## config.mk

```make
export PLATFORM = sky130hd
export DESIGN_NAME = dual_wdt
export DESIGN_NICKNAME = d
export VERILOG_FILES = /design/src/rtl/wdt_pkg.sv /design/src/rtl/wdt_regfile.sv /design/src/rtl/wdt_kick_sync.sv /design/src/rtl/wdt_interval_ctr.sv /design/src/rtl/wdt_pg_bounce.sv /design/src/rtl/dual_wdt.sv
export SDC_FILE = /design/constraint.sdc
export NUM_CORES = 1
export LEC_CHECK = 0
export BUFFER_PORTS_ARGS = -buffer_cell sky130_fd_sc_hd__buf_2
export CORE_MARGIN = 2
export CORE_UTILIZATION = 50
export CTS_CLUSTER_DIAMETER = 60
export DETAILED_ROUTE_END_ITERATION = 10
export GPL_TIMING_DRIVEN = 0
export PLACE_DENSITY_LB_ADDON = 0.15
export SYNTH_ARGS = -nofsm -noshare
export SYNTH_HDL_FRONTEND = slang
export SYNTH_HIERARCHICAL = 1
export SYNTH_SLANG_ARGS = --single-unit
```

## constraint.sdc

```tcl
create_clock -name clk -period 5.95 [get_ports clk]
set_clock_uncertainty 0.05 [all_clocks]
set_input_delay 0.2975 -clock clk [delete_from_list [all_inputs] [get_ports clk]]
set_output_delay 0.2975 -clock clk [all_outputs]
set_load 0.05 [all_outputs]
```

## src/rtl/wdt_pkg.sv

```systemverilog
package wdt_pkg;
   localparam int ADDR_W = 2;
   localparam logic [ADDR_W-1:0] A_FIRST  = 2'd0;
   localparam logic [ADDR_W-1:0] A_PERIOD = 2'd1;
   localparam logic [ADDR_W-1:0] A_CTRL   = 2'd2;
   localparam logic [ADDR_W-1:0] A_HOLD   = 2'd3;
   localparam int CTRL_BOUNCE = 0;
   localparam int CTRL_GATED  = 1;

   typedef enum logic [1:0] {
      PH_OFF    = 2'd0,
      PH_FIRST  = 2'd1,
      PH_STEADY = 2'd2
   } phase_e;
endpackage

```

## src/rtl/wdt_regfile.sv

```systemverilog
module wdt_regfile
   import wdt_pkg::*;
#(
   parameter int DATA_W = 16
) (
   input  logic                clk,
   input  logic                rst_n,
   input  logic                wr_i,
   input  logic [ADDR_W-1:0]   addr_i,
   input  logic [DATA_W-1:0]   wdata_i,
   output logic [DATA_W-1:0]   rdata_o,
   output logic [DATA_W-1:0]   first_o,
   output logic [DATA_W-1:0]   period_o,
   output logic [DATA_W-1:0]   hold_o,
   output logic                bounce_en_o,
   output logic                gated_o,
   output logic                period_kick_o
);
   logic [DATA_W-1:0] first_q, period_q, ctrl_q, hold_q;

   always_ff @(posedge clk or negedge rst_n) begin
      if (!rst_n) begin
         first_q  <= '0;
         period_q <= '0;
         ctrl_q   <= '0;
         hold_q   <= '0;
      end else if (wr_i) begin
         case (addr_i)
            A_FIRST:  first_q  <= wdata_i;
            A_PERIOD: period_q <= wdata_i;
            A_CTRL:   ctrl_q   <= wdata_i;
            default:  hold_q   <= wdata_i;
         endcase
      end
   end

   always_comb begin
      case (addr_i)
         A_FIRST:  rdata_o = first_q;
         A_PERIOD: rdata_o = period_q;
         A_CTRL:   rdata_o = ctrl_q;
         default:  rdata_o = hold_q;
      endcase
   end

   assign first_o       = first_q;
   assign period_o      = period_q;
   assign hold_o        = hold_q;
   assign bounce_en_o   = ctrl_q[CTRL_BOUNCE];
   assign gated_o       = ctrl_q[CTRL_GATED];
   assign period_kick_o = wr_i && (addr_i == A_PERIOD) && (wdata_i != '0);

   p_readback_r2: assert property (@(posedge clk) disable iff (!rst_n)
      (wr_i && addr_i == A_FIRST) |=> (first_q == $past(wdata_i)));
endmodule

```

## src/rtl/wdt_kick_sync.sv

```systemverilog
module wdt_kick_sync #(
   parameter int STAGES = 2
) (
   input  logic clk,
   input  logic rst_n,
   input  logic pin_i,
   output logic rise_o
);
   localparam int LAST = STAGES - 1;

   if (STAGES < 2) begin : g_bad_stages
      $error("wdt_kick_sync needs at least two stages");
   end

   logic [STAGES-1:0] sync_q;
   logic              prev_q;

   for (genvar i = 0; i < STAGES; i++) begin : g_stage
      if (i == 0) begin : g_head
         always_ff @(posedge clk or negedge rst_n) begin
            if (!rst_n) sync_q[i] <= 1'b0;
            else        sync_q[i] <= pin_i;
         end
      end else begin : g_tail
         always_ff @(posedge clk or negedge rst_n) begin
            if (!rst_n) sync_q[i] <= 1'b0;
            else        sync_q[i] <= sync_q[i-1];
         end
      end
   end

   always_ff @(posedge clk or negedge rst_n) begin
      if (!rst_n) prev_q <= 1'b0;
      else        prev_q <= sync_q[LAST];
   end

   assign rise_o = sync_q[LAST] & ~prev_q;

   p_kick_single_r7: assert property (@(posedge clk) disable iff (!rst_n)
      rise_o |=> !rise_o);
endmodule

```

## src/rtl/wdt_interval_ctr.sv

```systemverilog
module wdt_interval_ctr
   import wdt_pkg::*;
#(
   parameter int CNT_W = 16
) (
   input  logic             clk,
   input  logic             rst_n,
   input  logic             tick_i,
   input  logic             enabled_i,
   input  logic             gated_i,
   input  logic             pg_level_i,
   input  logic             pg_rise_i,
   input  logic             kick_i,
   input  logic [CNT_W-1:0] first_i,
   input  logic [CNT_W-1:0] period_i,
   output logic             expire_o
);
   phase_e           phase_q, phase_d;
   logic [CNT_W-1:0] cnt_q, cnt_d;
   logic [CNT_W:0]   cnt_inc, limit;

   assign limit   = {1'b0, (phase_q == PH_FIRST) ? first_i : period_i};
   assign cnt_inc = {1'b0, cnt_q} + 1'b1;

   always_comb begin
      phase_d  = phase_q;
      cnt_d    = cnt_q;
      expire_o = 1'b0;
      if (!enabled_i) begin
         phase_d = PH_OFF;
         cnt_d   = '0;
      end else if (phase_q == PH_OFF) begin
         if (!gated_i || pg_rise_i) begin
            phase_d = PH_FIRST;
            cnt_d   = '0;
         end
      end else if (gated_i && !pg_level_i) begin
         phase_d = PH_OFF;
         cnt_d   = '0;
      end else if (gated_i && pg_rise_i) begin
         phase_d = PH_FIRST;
         cnt_d   = '0;
      end else if (kick_i) begin
         phase_d = PH_STEADY;
         cnt_d   = '0;
      end else if (tick_i) begin
         if (cnt_inc >= limit) begin
            expire_o = 1'b1;
            phase_d  = PH_STEADY;
            cnt_d    = '0;
         end else begin
            cnt_d = cnt_inc[CNT_W-1:0];
         end
      end
   end

   always_ff @(posedge clk or negedge rst_n) begin
      if (!rst_n) begin
         phase_q <= PH_OFF;
         cnt_q   <= '0;
      end else begin
         phase_q <= phase_d;
         cnt_q   <= cnt_d;
      end
   end

   p_off_no_expire_r3: assert property (@(posedge clk) disable iff (!rst_n)
      !enabled_i |-> !expire_o);
   p_kick_clears_count_r7: assert property (@(posedge clk) disable iff (!rst_n)
      kick_i |=> (cnt_q == '0));
   p_gated_rest_r6: assert property (@(posedge clk) disable iff (!rst_n)
      (gated_i && phase_q == PH_OFF && !pg_rise_i) |=> (phase_q == PH_OFF));
   p_steady_after_expiry_r5: assert property (@(posedge clk) disable iff (!rst_n)
      expire_o |=> (phase_q == PH_STEADY));
endmodule

```

## src/rtl/wdt_pg_bounce.sv

```systemverilog
module wdt_pg_bounce #(
   parameter int DLY_W      = 16,
   parameter bit HAS_BOUNCE = 1'b1
) (
   input  logic             clk,
   input  logic             rst_n,
   input  logic             tick_i,
   input  logic             expire_i,
   input  logic             enable_i,
   input  logic [DLY_W-1:0] hold_i,
   output logic             force_o
);
   if (DLY_W < 1) begin : g_bad_width
      $error("wdt_pg_bounce needs a non-zero hold width");
   end

   if (HAS_BOUNCE) begin : g_bounce
      logic             force_q;
      logic [DLY_W-1:0] dcnt_q;
      logic [DLY_W:0]   dnext, dlim;

      assign dnext = {1'b0, dcnt_q} + 1'b1;
      assign dlim  = (hold_i == '0) ? {{DLY_W{1'b0}}, 1'b1} : {1'b0, hold_i};

      always_ff @(posedge clk or negedge rst_n) begin
         if (!rst_n) begin
            force_q <= 1'b0;
            dcnt_q  <= '0;
         end else if (expire_i && enable_i) begin
            force_q <= 1'b1;
            dcnt_q  <= '0;
         end else if (force_q && tick_i) begin
            if (dnext >= dlim) begin
               force_q <= 1'b0;
               dcnt_q  <= '0;
            end else begin
               dcnt_q <= dnext[DLY_W-1:0];
            end
         end
      end

      assign force_o = force_q;

      p_force_from_expiry_r10: assert property (@(posedge clk) disable iff (!rst_n)
         $rose(force_q) |-> $past(expire_i && enable_i));
      p_force_hold_r10: assert property (@(posedge clk) disable iff (!rst_n)
         (force_q && !tick_i) |=> force_q);
   end else begin : g_no_bounce
      assign force_o = 1'b0;
   end
endmodule

```

## src/rtl/dual_wdt.sv

```systemverilog
module dual_wdt
   import wdt_pkg::*;
#(
   parameter int DATA_W      = 16,
   parameter int SYNC_STAGES = 2,
   parameter bit HAS_BOUNCE  = 1'b1
) (
   input  logic              clk,
   input  logic              rst_n,
   input  logic              reg_wr_i,
   input  logic [1:0]        reg_addr_i,
   input  logic [DATA_W-1:0] reg_wdata_i,
   output logic [DATA_W-1:0] rd_data_o,
   input  logic              ms_tick_i,
   input  logic              kick_pin_i,
   input  logic              pg_int_i,
   input  logic              clr_alert_i,
   output logic              alert_o,
   output logic              pg_force_low_o
);
   if (DATA_W < 2) begin : g_bad_data
      $error("dual_wdt needs DATA_W of at least 2");
   end

   logic [DATA_W-1:0] first_w, period_w, hold_w;
   logic bounce_en, gated, wr_kick, pin_kick, kick, enabled;
   logic pg_q, pg_rise, expire, alert_q;

   wdt_regfile #(.DATA_W(DATA_W)) u_regs (
      .clk(clk), .rst_n(rst_n), .wr_i(reg_wr_i), .addr_i(reg_addr_i),
      .wdata_i(reg_wdata_i), .rdata_o(rd_data_o), .first_o(first_w),
      .period_o(period_w), .hold_o(hold_w), .bounce_en_o(bounce_en),
      .gated_o(gated), .period_kick_o(wr_kick)
   );

   wdt_kick_sync #(.STAGES(SYNC_STAGES)) u_sync (
      .clk(clk), .rst_n(rst_n), .pin_i(kick_pin_i), .rise_o(pin_kick)
   );

   assign kick    = pin_kick | wr_kick;
   assign enabled = (first_w != '0) && (period_w != '0);

   always_ff @(posedge clk or negedge rst_n) begin
      if (!rst_n) pg_q <= 1'b0;
      else        pg_q <= pg_int_i;
   end
   assign pg_rise = pg_int_i & ~pg_q;

   wdt_interval_ctr #(.CNT_W(DATA_W)) u_ctr (
      .clk(clk), .rst_n(rst_n), .tick_i(ms_tick_i), .enabled_i(enabled),
      .gated_i(gated), .pg_level_i(pg_int_i), .pg_rise_i(pg_rise),
      .kick_i(kick), .first_i(first_w), .period_i(period_w),
      .expire_o(expire)
   );

   wdt_pg_bounce #(.DLY_W(DATA_W), .HAS_BOUNCE(HAS_BOUNCE)) u_bounce (
      .clk(clk), .rst_n(rst_n), .tick_i(ms_tick_i), .expire_i(expire),
      .enable_i(bounce_en), .hold_i(hold_w), .force_o(pg_force_low_o)
   );

   always_ff @(posedge clk or negedge rst_n) begin
      if (!rst_n)           alert_q <= 1'b0;
      else if (expire)      alert_q <= 1'b1;
      else if (clr_alert_i) alert_q <= 1'b0;
   end
   assign alert_o = alert_q;

   p_expire_sets_alert_r9: assert property (@(posedge clk) disable iff (!rst_n)
      expire |=> alert_o);
   p_alert_sticky_r9: assert property (@(posedge clk) disable iff (!rst_n)
      (alert_o && !clr_alert_i) |=> alert_o);
   p_alert_needs_expiry_r4: assert property (@(posedge clk) disable iff (!rst_n)
      $rose(alert_o) |-> $past(expire));
endmodule

```

; Word level (Yosys, flattened, before mapping)
; Cells that the tools add are included.
[totals]
latchBits = 0
out_inout_bits = 18
n_memories = 0
ramBits = 0
wordCells = 90
romBits = 0
reg_bits = 104
[classes]
n_reduce_logical = 27
mul = 0
n_addsub = 2
n_div = 0
n_bitwise = 6
eq_ne = 6
order_cmp = 2
n_shift = 0
mux = 34
[ops]
columns = op, count
row1 = $mux 16, 13
row2 = $pmux 16 s3, 1
row3 = $reduce_bool 16->1, 3
row4 = $add 16x1->17 const B, 2
row5 = $ge 17x16->1, 1
row6 = $ge 17x17->1, 1
row7 = $logic_not 16->1, 1
row8 = $mux 2, 8
row9 = $mux 1, 12
row10 = $ne 6x6->1 const B, 2
row11 = $reduce_and 2->1, 6
row12 = $logic_and 1x1->1, 7
row13 = $reduce_bool 2->1, 3
row14 = $eq 2x1->1 const B, 2
row15 = $logic_not 2->1, 2
row16 = $ne 3x3->1 const B, 1
row17 = $not 1->1, 3
row18 = $reduce_and 3->1, 1
row19 = $reduce_or 3->1, 1
row20 = $and 1x1->1, 2
row21 = $eq 2x2->1 const B, 1
row22 = $logic_not 1->1, 2
row23 = $logic_or 1x1->1, 1
row24 = $or 1x1->1, 1

; Logic depth before layout (Yosys ltp)
; Gate-level depths: netlist of the first run.
[depth]
ltp_word = 13
depth_mapped = 18
ltp_nobuf = 16

; Modules after synthesis
; The synthesis of the first run kept the hierarchy.
[modules_own_cells]
columns = mod, instances, cells_per_inst, area_each_um2, seq_area_each_um2
row1 = wdt_regfile, 1, 162, 2849.0, 1601.5
row2 = wdt_interval_ctr, 1, 188, 1734.2, 450.4
row3 = wdt_pg_bounce, 1, 183, 1640.3, 425.4
row4 = dual_wdt, 1, 17, 148.9, 50.0
row5 = wdt_kick_sync, 1, 4, 88.8, 75.1

; Worst setup path after synthesis of the first run
; Ideal clock, no wire load.
[synth_timing]
kind = register to register
start = reg u_ctr.phase_q[1]
end = reg u_bounce.g_bounce.dcnt_q[11]
setup_ns = 0.091
stages_incl_launch_ff = 18
path_slack_ns = 1.795
arrival_time_ns = 4.014
cell_sequence = dfrtp_1 > nor2b_1 > clkbuf_1 > buf_2 > mux2i_1 > ha_1 > and3_1 > a221o_1 > a41oi_2 > o211ai_4 > and3_1 > a221o_1 > a41oi_2 > nand2_2 > or3_1 > buf_6 > buf_12 > o31ai_4
[synth_via]
elab_chain_cells = 12
word_cells_on_any_way = 14
cone_classes = order compare: 1 / eq/ne: 1 / mux: 9 / reduce/logical: 3
[synth_rtl]
columns = item, line
row1 = start: declaration, wdt_interval_ctr.sv:18  ; phase_e phase_q, phase_d;
row2 = start signal: assignment, wdt_interval_ctr.sv:62  ; phase_q <= phase_d;
row3 = $eq 2x1->1, wdt_interval_ctr.sv:22  ; assign limit = {1'b0, (phase_q == PH_FIRST) ? first_i : period_i};
row4 = $mux 16, wdt_interval_ctr.sv:22
row5 = $ge 17x16->1, wdt_interval_ctr.sv:47  ; if (cnt_inc >= limit) begin
row6 = $mux 1, wdt_interval_ctr.sv:47
row7 = $mux 1, wdt_interval_ctr.sv:46  ; end else if (tick_i) begin
row8 = $mux 1, wdt_interval_ctr.sv:43  ; end else if (kick_i) begin
row9 = $mux 1, wdt_interval_ctr.sv:40  ; end else if (gated_i && pg_rise_i) begin
row10 = $mux 1, wdt_interval_ctr.sv:37  ; end else if (gated_i && !pg_level_i) begin
row11 = $mux 1 *, wdt_interval_ctr.sv:32  ; end else if (phase_q == PH_OFF) begin
row12 = $mux 1 *, wdt_interval_ctr.sv:29  ; if (!enabled_i) begin
row13 = named net expire, dual_wdt.sv:27  ; logic pg_q, pg_rise, expire, alert_q;
row14 = $logic_and 1x1->1 *, wdt_pg_bounce.sv:29  ; end else if (expire_i && enable_i) begin
row15 = $mux 16 / $reduce_bool 2->1 (equally long branches), --
row16 = end signal: assignment, wdt_pg_bounce.sv:37  ; dcnt_q <= dnext[DLY_W-1:0];
row17 = end: declaration, wdt_pg_bounce.sv:19  ; logic [DLY_W-1:0] dcnt_q;
; The timed path passes the listed nets; every way through them passes the cells marked *.
; A chain may end at the register's enable or synchronous reset.

; Worst setup path after layout of the first run
[layout_timing]
start = reg u_ctr.phase_q[1]
end = reg u_bounce.g_bounce.dcnt_q[9]
; Same word-level chain as after synthesis.

==> metrics.cfg, run 1 <==
[finish]
drive_gt1_frac=0.333
area_delta_synth_final_pct=12.2
final_nets=669
n_antenna_cell=0
post-route-util=0.575
multi_input_area_sq_mm=0.00357
fin_area_sq_mm=0.00725
fill_cells=1109
seq_area_sq_mm=0.00260

[synthesis]
yosys.area.top_type=dfrtp_1
ys_async_sr_fraction=1.00
synth_compound_area_frac=0.116
ys_warn_count=6
ys_seq_area_frac=0.403
ys_seq_elements=104
synthMuxAreaShare=0.198
yosys.area_share.simple=0.136
netlist_instances=554
synth_xor_area_frac=0.0380
syn_area_sq_mm=0.00646
yosys-top-cells-count=dfrtp_1, mux2_2, nand2_1
syn-num-nets=613
synth_top_family_by_area=multiplexers
synth_cell_type_count=70
synthAdderAreaFrac=0.0658
avgSynthCellArea_sq_um=11.7
synth.most_common_cell=dfrtp_1
synth_area_leaders=dfrtp_1, mux2_2, ha_1, mux4_2, nand2_1
synth_top_area_frac=0.403
ys.flop_type=dfrtp_1
synth-edff-count=0

[min_path]
hp-class=primary input to flip-flop

[critical_path]
end_kind=flip-flop
arrival_ns=5.10
cp-start-kind=flip-flop
worst_ep_required_time_ns=6.17
crit_fanout=10
worst-setup-path-type=flip-flop to flip-flop

[floorplanning]
fp-row-count=41
start_util=0.512
core_area_sq_mm=0.0126
die_h_um=118
ioPinCount=43
die_x_um=118
dieArea_sq_mm=0.0138

[clock_network]
worstSkewPairLatency_ns=0.36
cts_hold_buf=2
cts.path.max_buffers=2
cts.sinks=104
cts_tree=done
cts_setup_buffers=0
cts_buffers=9
cts_resized=0
cts_root_buf=clkbuf_16
cts.clk_slew.worst_paths_ns=0.07
htreeDepth=3

[pwr]
power_frac_comb=0.307
p_int_mw=1.44
p_sw_mw=0.821
seqPwrFrac=0.412
finalPower_mw=2.26
clock_power_share=0.281
ir_drop_mv=0.204
cellLeakagePower_nw=3.27
switching_share=0.364
p_per_area_mw_per_mm2=311

[global_route]
grtUsageTotal=0.232
grt_pass1_vias=4670
grt_max_degree=64
grt_pass1_wl_um=25000
grt.overflow.total=0
antenna_found_initial=0

[drt]
routed_wl_um=15200
viasPerCell=5.81
ant_nets=0
route.detailed.drc=0
drtIter0Drc=273
via_count=4572
dr.pass1.iters=4
routedWlPerCell_um=19.3

[place]
place.port_buffers=42
post-dp-hpwl_um=11500
globalplace.congestion=0.838
placed_area_sq_mm=0.00692

[status]
outcome=complete, no violations

[sta]
slew_headroom=0.487
rsz0062_at_grt=no
whs_ns=0.0658
fmax_mhz=205
final.period_utilization=0.819
maxSlewViolCount=0
hold_viol=0
setup_viol=0
finalSetupTns_ns=0
worstMarginPinSlew_ns=0.770
period_minus_slack_ns=4.87

[flow_run]
drv_cap=0

-- area by class of cell --
cell class                 instances  share of cell area
multi-input combinational        394               0.493
sequential                       104               0.359
timing repair buffer              45              0.0359
clock buffer                      10              0.0316
tap                              172              0.0297
buffer                            23              0.0221
inverter                          33              0.0171
clock inverter                     6              0.0119
-- layout by cell type (no fill, tap or decap), types with 6 or more instances in the layout --
cell type	n
nand3_1	14
nand4_1	14
clkbuf_16	9
nor3_1	7
inv_1	33
mux2_2	66
o21ai_0	6
nor2_1	12
and3_1	6
o21ai_2	14
clkbuf_1	7
mux2i_1	15
o31ai_1	7
o31ai_4	6
buf_2	48
mux4_2	13
a21o_1	8
xnor2_1	17
a21oi_1	9
ha_1	34
nor4_1	16
xor2_1	11
dfrtp_1	104
nand2_1	54
-- logic make-up (layout without fill, tap and decap cells) --
kind of cell	after synthesis	in the layout
compound gates	77	77
xor+xnor	28	28
fa+ha+maj	34	34
buf+inv	56	117
flops	104	104
mux	98	98
simple gates	157	157
-- critical path, cell delays in order, from the launching register on --
cell and delay (ns):
dfrtp_1 0.42, nor2b_1 0.12, clkbuf_1 0.41, buf_2 0.39, mux2i_1 0.34, ha_1 0.32
a21oi_1 0.14, o21ai_1 0.11, a2111oi_4 0.42, o211ai_4 0.19, and3_1 0.30, a22oi_1 0.36
clkbuf_1 0.54, clkbuf_1 0.42, nand2_1 0.17, o31ai_4 0.08
-- per-layer routing --
metal	global-route usage	routed length (um)	share of wire
met1	0.322	6900	0.45
met2	0.371	7390	0.49
met3	0.0359	648	0.043
met4	0.0821	251	0.017
met5	0	0	0
-- power groups by stage --
stage | logic (mW) | registers (mW) | clock network (mW)
global route | 0.757 | 0.943 | 0.682
finish | 0.692 | 0.931 | 0.634
CTS | 0.696 | 0.928 | 0.645
detailed placement | 0.692 | 0.942 | 0
floorplan | 0.536 | 0.890 | 0
global placement | 0.666 | 0.936 | 0
-- through the flow --
step / setup WS [ns] / std cells
floorplan: 1.79 / 554
global placement: 1.16 / 768
detailed placement: 1.11 / 769
CTS: 1.08 / 787
global route: 0.749 / 787
finish: 1.08 / 787
-- path summary, 6_finish.rpt --
kind | from | cells after the start | endpoint | slack, ns
min in group asynchronous | rst_n | 2 | u_regs/period_o[0]$_DFFE_PN0P_ | 0.44
worst min-delay path | pg_int_i | 1 | pg_q$_DFF_PN0_ | 0.07
worst min register to register | u_sync/sync_q[0]$_DFF_PN0_ | 0 | u_sync/sync_q[1]$_DFF_PN0_ | 0.31
worst max register to register | u_ctr/phase_q[1]$_DFFE_PN0P_ | 15 | u_bounce/g_bounce.dcnt_q[9]$_DFFE_PN0P_ | 1.08
max in group asynchronous | rst_n | 3 | u_regs/hold_o[7]$_DFFE_PN0P_ | 4.71
worst max-delay path | u_ctr/phase_q[1]$_DFFE_PN0P_ | 15 | u_bounce/g_bounce.dcnt_q[9]$_DFFE_PN0P_ | 1.08
-- state kept, by name (all words and copies together) (netlist names) --
signal                    count
u_ctr/cnt_q                  16
u_bounce/force_o              1
pg_q                          1
u_regs/hold_o                16
alert_o                       1
u_bounce/g_bounce.dcnt_q     16
u_sync/prev_q                 1
u_regs/period_o              16
u_regs/ctrl_q                16
u_sync/sync_q                 2
u_regs/first_o               16
u_ctr/phase_q                 2
No activity file was read; power rests on OpenSTA's default activity.
==> run 2, diff against run 1 <==
--- a/config.mk
+++ b/config.mk
@@ -5,6 +5,7 @@
 export SDC_FILE = /design/constraint.sdc
 export NUM_CORES = 1
 export LEC_CHECK = 0
+export ABC_AREA = 1
 export BUFFER_PORTS_ARGS = -buffer_cell sky130_fd_sc_hd__buf_2
 export CORE_MARGIN = 2
 export CORE_UTILIZATION = 50
==> constraint.sdc (replaced) <==
create_clock -name clk -period 4.3 [get_ports clk]
set_clock_uncertainty 0.05 [all_clocks]
set_input_delay 0.215 -clock clk [delete_from_list [all_inputs] [get_ports clk]]
set_output_delay 0.215 -clock clk [all_outputs]
set_load 0.05 [all_outputs]
==> run 2 against run 1 <==
  * Sequential share of layout area is 0.22 points higher
  * Worst setup slack worse by 0.66 ns
  * Highest routed layer unchanged
  * Sequential power grew 36%
  * First-iteration DRC count up 46%
  * Combinational power up 58%
  * Non-clock buffer count grew 4
  * Core utilization fell by 0.12 points
==> metrics.cfg, run 2 <==
[drt]
ant_nets=0  ; unchanged
dr.pass1.iters=5  ; +1
routedWlPerCell_um=16.3  ; -15%
routed_wl_um=17400  ; +14%
route.detailed.drc=0  ; unchanged
via_count=5757  ; +26%
viasPerCell=5.42  ; -6.8%
drtIter0Drc=398  ; +46%

[critical_path]
worst_ep_required_time_ns=4.52  ; -1.65 ns
r2r_start=u_ctr/phase_q[1]$_DFFE_PN0P_
cp-start-kind=flip-flop
reg2reg_depth=20  ; +5
worst-setup-path-type=flip-flop to flip-flop
arrival_ns=4.11  ; -0.99 ns
r2r_end=u_bounce/g_bounce.dcnt_q[9]$_DFFE_PN0P_
r2r_slack_ns=0.41  ; -0.66 ns
end_kind=flip-flop
crit_fanout=10  ; unchanged

[min_path]
min_to=u_regs/period_o[14]$_DFFE_PN0P_
min_from=reg_wdata_i[14]
hold_depth=3  ; +2
hp-class=primary input to flip-flop

[finish]
layout_commonest_cell=nand2_1
n_antenna_cell=0  ; unchanged
layout_common_cells=nand2_1, dfrtp_1, inv_1, nor2_1, buf_2
instances_no_fill=1063  ; +35%
final_nets=945  ; +41%
area_delta_synth_final_pct=12.0
fin_area_sq_mm=0.00721  ; -0.62%
drive_gt1_frac=0.165  ; -0.168

[synthesis]
synth-edff-count=0  ; unchanged
ys_seq_elements=104  ; unchanged
ys.flop_type=dfrtp_1
syn-num-nets=887  ; +45%
ys_warn_count=6  ; unchanged
synth_area_leaders=dfrtp_1, nand2_1, ha_1, inv_1, nor2_1
ys_seq_area_frac=0.405  ; +0.00180
yosys-top-cells-count=nand2_1, dfrtp_1, inv_1
syn_area_sq_mm=0.00643  ; -0.45%
synth_top_area_frac=0.405  ; +0.00180
netlist_instances=828  ; +49%
yosys.area.top_type=dfrtp_1
ys_async_sr_fraction=1.00  ; unchanged
synth_cell_type_count=42  ; -40%
synth.most_common_cell=nand2_1
avgSynthCellArea_sq_um=7.77  ; -33%

[clock_network]
worstSkewPairLatency_ns=0.36  ; about the same
cts.clk_slew.worst_paths_ns=0.07  ; about the same
cts.sinks=104  ; unchanged
cts_resized=0  ; unchanged
cts.path.max_buffers=2  ; unchanged
cts_setup_buffers=0  ; unchanged
cts_root_buf=clkbuf_16
cts_tree=done
cts_buffers=9  ; unchanged
htreeDepth=3  ; unchanged

[sta]
fmax_mhz=257  ; +25%
finalSetupTns_ns=0  ; unchanged
whs_ns=0.121  ; +0.0549 ns
maxSlewViolCount=0  ; unchanged
hold_viol=0  ; unchanged
period_minus_slack_ns=3.89  ; -0.988 ns
rsz0062_at_grt=no
slew_headroom=0.562  ; +0.0753
setup_viol=0  ; unchanged
worstMarginPinSlew_ns=0.657  ; -0.113 ns
final.period_utilization=0.904  ; +0.0846

[global_route]
grt_max_degree=57  ; -11%
grt.overflow.total=0  ; unchanged
antenna_found_initial=0  ; unchanged
grt_pass1_wl_um=28600  ; +14%
grt_pass1_vias=5616  ; +20%
grtUsageTotal=0.262  ; +0.0299

[place]
globalplace.congestion=0.936  ; +12%
placed_area_sq_mm=0.00689  ; -0.42%
place.port_buffers=42  ; unchanged
post-dp-hpwl_um=12800  ; +11%
place_inst=1043  ; +36%

[pwr]
ir_drop_mv=0.253  ; +24%
finalPower_mw=3.17  ; +40%
p_per_area_mw_per_mm2=440  ; +41%
cellLeakagePower_nw=3.79  ; +16%

[floorplanning]
core_area_sq_mm=0.0126  ; -0.41%
ioPinCount=43  ; unchanged
dieArea_sq_mm=0.0138  ; -0.42%
die_h_um=117  ; -0.21%
die_x_um=117  ; -0.21%
fp-row-count=41  ; unchanged
start_util=0.512  ; about the same

[flow_run]
drv_cap=0  ; unchanged

[status]
outcome=complete, no violations

==> run 2: cell types whose count changed in the layout (fill, tap and decap cells not counted), moves of 14 or more <==
cell     change
inv_1       +44
mux2_2      -65
nand2_1    +226
nand3_1     +16
nor2_1      +55
nor4_1      -14
o21ai_0     +31
xnor2_1     -14
==> run 2: logic make-up after synthesis <==
logic type,after synthesis,share of synthesized area
xor+xnor,24,0.0327
mux,16,0.0251
fa+ha+maj,34,0.0661
simple gates,437,0.292
compound gates,102,0.103
buf+inv,111,0.0768
flops,104,0.405
==> run 2: power breakdown <==
part	leakage [nW]	internal, mW	switching [mW]	total (mW)
sequential	1.32	1.12	0.146	1.27
clock	0.137	0.406	0.407	0.813
combinational	2.33	0.387	0.704	1.09
total	3.79	1.91	1.26	3.17
==> run 2: how the worst max path moves through the flow <==
stage,end,startpoint,slack (ns)
finish,u_bounce/g_bounce.dcnt_q[9]$_DFFE_PN0P_,u_ctr/phase_q[1]$_DFFE_PN0P_,0.41
global route,u_bounce/g_bounce.dcnt_q[9]$_DFFE_PN0P_,u_ctr/phase_q[1]$_DFFE_PN0P_,0.1
CTS,u_bounce/g_bounce.dcnt_q[9]$_DFFE_PN0P_,u_ctr/phase_q[1]$_DFFE_PN0P_,0.44
detailed placement,u_bounce/g_bounce.dcnt_q[9]$_DFFE_PN0P_,u_ctr/phase_q[1]$_DFFE_PN0P_,0.47
global placement,u_bounce/g_bounce.dcnt_q[9]$_DFFE_PN0P_,u_ctr/phase_q[0]$_DFFE_PN0P_,0.57
floorplan,u_bounce/g_bounce.dcnt_q[14]$_DFFE_PN0P_,u_ctr/cnt_q[0]$_DFFE_PN0P_,1.34
==> run 2: repair_timing <==
action | in CTS | in global routing
endpoints found under the setup margin | 0 | 0
hold buffers | 4 | 0
hold endpoints to repair | 51 | 0
==> run 2: metrics by stage <==
step	utilization	worst slack [ns]
2_1_floorplan	-	1.34
3_3_place_gp	0.546	0.566
3_5_place_dp	0.548	0.474
4_1_cts	0.573	0.443
5_1_grt	0.573	0.0969
6_report	0.573	0.414
==> run 2: cell type report <==
type / count / area [sq um]
fillers: 1188 / 5360
multi-input cells: 613 / 3340
flip-flops and latches: 104 / 2600
inverters: 86 / 323
repair buffers: 47 / 280
clock buffers: 11 / 233
well taps: 172 / 215
plain buffers: 25 / 171
clock inverters: 5 / 46.3
==> run 2: worst max-delay path: stages, from the launching register on <==
cell,delay [ns]
dfrtp_1,0.38
inv_1,0.05
nand2_1,0.41
buf_2,0.44
mux2i_1,0.41
ha_1,0.21
nand2_1,0.07
inv_2,0.05
nand2_1,0.04
nor2_1,0.09
nand2_1,0.05
nand2_1,0.05
nor2_1,0.06
nand2_2,0.10
nand2_1,0.05
nor2_1,0.29
nand2_1,0.13
nand2_1,0.12
clkbuf_1,0.46
nand2_1,0.15
o22ai_2,0.14
==> run 2: metal layers <==
layer / up-vias / global-route usage / wire length, um
li1: 2788 / - / -
met1: 2765 / 0.349 / 7660
met2: 173 / 0.436 / 8430
met3: 31 / 0.0321 / 894
met4: 0 / 0.104 / 383
met5: - / 0 / 0
==> run 3, diff against run 2 <==
==> constraint.sdc (replaced) <==
create_clock -name clk -period 3.7 [get_ports clk]
set_clock_uncertainty 0.05 [all_clocks]
set_input_delay 0.185 -clock clk [delete_from_list [all_inputs] [get_ports clk]]
set_output_delay 0.185 -clock clk [all_outputs]
set_load 0.05 [all_outputs]
==> run 3 against run 2 <==
  * Die area unchanged
  * Critical path type unchanged
  * Fmax up 15%
  * Total power up 17%
  * Sequential power up 16%
  * Combinational power up 18%
  * Non-clock buffer count up 4
  * Worst hold slack worse by 0.028 ns
  * Critical path depth up 1
  * Sequential share of layout area down 0.31 points
  * Clock power up 16%
  * First-iteration DRC count up 12%
  * Design area up 0.92%
==> metrics.cfg, run 3 (synthesized netlist as in run 2, its figures left out) <==
[pwr]
switching_share=0.395  ; -0.00127
power_frac_comb=0.349  ; +0.005
seqPwrFrac=0.397  ; -0.002
p_per_area_mw_per_mm2=510  ; +16%
cellLeakagePower_nw=3.81  ; +0.54%
p_sw_mw=1.46  ; +17%
ir_drop_mv=0.295  ; +16%
p_int_mw=2.24  ; +17%
clock_power_share=0.254  ; -0.002
finalPower_mw=3.71  ; +17%

[drt]
ant_nets=0  ; unchanged
viasPerCell=5.38  ; -0.60%
routedWlPerCell_um=16.3  ; -0.28%
drtIter0Drc=445  ; +12%
route.detailed.drc=0  ; unchanged
routed_wl_um=17400  ; about the same
via_count=5744  ; -0.23%
dr.pass1.iters=6  ; +1

[clock_network]
cts.sinks=104  ; unchanged
cts_tree=done
cts.clk_slew.worst_paths_ns=0.08  ; about the same
htreeDepth=3  ; unchanged
cts_root_buf=clkbuf_16
cts.path.max_buffers=2  ; unchanged
cts_buffers=9  ; unchanged
worstSkewPairLatency_ns=0.36  ; about the same

[finish]
fill_cells=1181  ; -0.59%
drive_gt1_frac=0.180  ; +0.0149
n_antenna_cell=0  ; unchanged
post-route-util=0.579  ; +0.00528
multi_input_area_sq_mm=0.00337  ; +0.94%
seq_area_sq_mm=0.00260  ; about the same
final_nets=949  ; +0.42%
layout_common_cells=nand2_1, dfrtp_1, inv_1, nor2_1, buf_2
area_delta_synth_final_pct=13.1
layout_commonest_cell=nand2_1

[floorplanning]
start_util=0.512  ; unchanged
die_x_um=117  ; unchanged
core_area_sq_mm=0.0126  ; unchanged
fp-row-count=41  ; unchanged
ioPinCount=43  ; unchanged
dieArea_sq_mm=0.0138  ; unchanged
die_h_um=117  ; unchanged

[sta]
worstMarginPinSlew_ns=0.658  ; +0.00123 ns
hold_viol=0  ; unchanged
period_minus_slack_ns=3.39  ; -0.496 ns
final.period_utilization=0.916  ; +0.0125
slew_headroom=0.561  ; -0.000823
fmax_mhz=295  ; +15%
setup_viol=0  ; unchanged
maxSlewViolCount=0  ; unchanged

[critical_path]
worst-setup-path-type=flip-flop to flip-flop
arrival_ns=3.62  ; -0.49 ns
cp-start-kind=flip-flop
crit_fanout=10  ; unchanged
end_kind=flip-flop
crit_buf_inv=1  ; -3
cpPeakStageDelay_ns=0.40  ; -0.06 ns
cp_slowest_cell=dfrtp_2
worst_ep_required_time_ns=3.93  ; -0.59 ns
cp_top_family=simple AND/OR/NAND/NOR gates
worstPathCellList=ha_1, nand2_1, nor2_4, nand3_2, nor2_2, xor2_2, ha_1, a21oi_1, nor2_1, nor2_1, nand2_1, nor2_2, nand2_2, nand2_1, nor2_2, a21oi_1, o21ai_0, a31oi_1, nand2_2, buf_8, o21ai_2

[place]
post-dp-hpwl_um=12800  ; unchanged
globalplace.congestion=0.936  ; unchanged
place.port_buffers=42  ; unchanged

[global_route]
antenna_found_initial=0  ; unchanged
grtUsageTotal=0.262  ; unchanged
grt.overflow.total=0  ; unchanged
grt_max_degree=57  ; unchanged
grt_pass1_wl_um=28600  ; unchanged
grt_pass1_vias=5616  ; unchanged

[min_path]
hp-class=primary input to flip-flop

[flow_run]
drv_cap=0  ; unchanged

[status]
outcome=complete, no violations

[run 3: layout make-up]
class / instances / area share
clock inverters: 5 / 0.00637
multi-input cells: 613 / 0.463
clock buffers: 11 / 0.0320
well taps: 172 / 0.0296
plain buffers: 25 / 0.0241
flip-flops and latches: 104 / 0.358
inverters: 86 / 0.0444
repair buffers: 51 / 0.0427
[run 3: worst reg2reg max path: cells and delay by family, from the launching register on]
kind,cells,cell delay [ns]
AOI/OAI and AO/OA,5,0.73
xor gates and xnor gates,1,0.21
adders and majority gates,2,0.47
buffers and inverters,1,0.20
DFF,1,0.40
and+or+nand+nor,12,1.27
[run 3: stage by stage]
| stage | hold slack, ns | setup TNS [ns] | setup slack [ns] | cell area [sq um] | cells |
|---|---|---|---|---|---|
| floorplan | -0.161 | 0 | 0.744 | 6430 | 828 |
| global placement | 0.245 | -0.150 | -0.0344 | 6860 | 1042 |
| detailed placement | 0.210 | -0.621 | -0.126 | 6890 | 1043 |
| finish | 0.0928 | 0 | 0.310 | 7270 | 1067 |
| CTS | 0.0822 | 0 | 0.0601 | 7210 | 1063 |
| global route | 0.104 | -0.0285 | -0.0198 | 7270 | 1067 |
[run 3: power by group through the flow]
stage	Sequential [mW]	Clock, mW	Combinational, mW
after detailed placement	1.49	0	1.26
after CTS	1.47	0.957	1.27
after global placement	1.48	0	1.22
final	1.47	0.943	1.29
after floorplan	1.44	0	0.939
after global routing	1.50	1.01	1.44
[run 3: worst paths after layout]
kind                                            start                                       end  slack, ns  cells past startpoint
max                        u_ctr/cnt_q[0]$_DFFE_PN0P_  u_bounce/g_bounce.dcnt_q[14]$_DFFE_PN0P_       0.31                     21
min                                    reg_wdata_i[9]            u_regs/period_o[9]$_DFFE_PN0P_       0.09                      3
max reg2reg                u_ctr/cnt_q[0]$_DFFE_PN0P_  u_bounce/g_bounce.dcnt_q[14]$_DFFE_PN0P_       0.31                     21
min reg2reg                u_sync/sync_q[0]$_DFF_PN0_                u_sync/sync_q[1]$_DFF_PN0_       0.30                      0
max in group asynchronous                       rst_n              u_regs/hold_o[4]$_DFFE_PN0P_       2.54                      3
min in group asynchronous                       rst_n   u_bounce/g_bounce.dcnt_q[9]$_DFFE_PN0P_       0.35                      2
[run 3: layer usage]
metal,share of wire,vias up,GRT usage
met5,0,-,0
met4,0.024,0,0.104
met1,0.44,2762,0.349
met3,0.051,33,0.0321
met2,0.48,162,0.436
li1,-,2787,-
[run 3: repair_timing]
| action | 4_1_cts | 5_1_grt |
|---|---|---|
| pin swaps | 0 | 3 |
| hold endpoints to repair | 51 | 0 |
| hold buffers | 4 | 0 |
| buffers inserted | 0 | 4 |
| gates resized for setup | 2 | 10 |
| endpoints found under the setup margin | 14 | 17 |
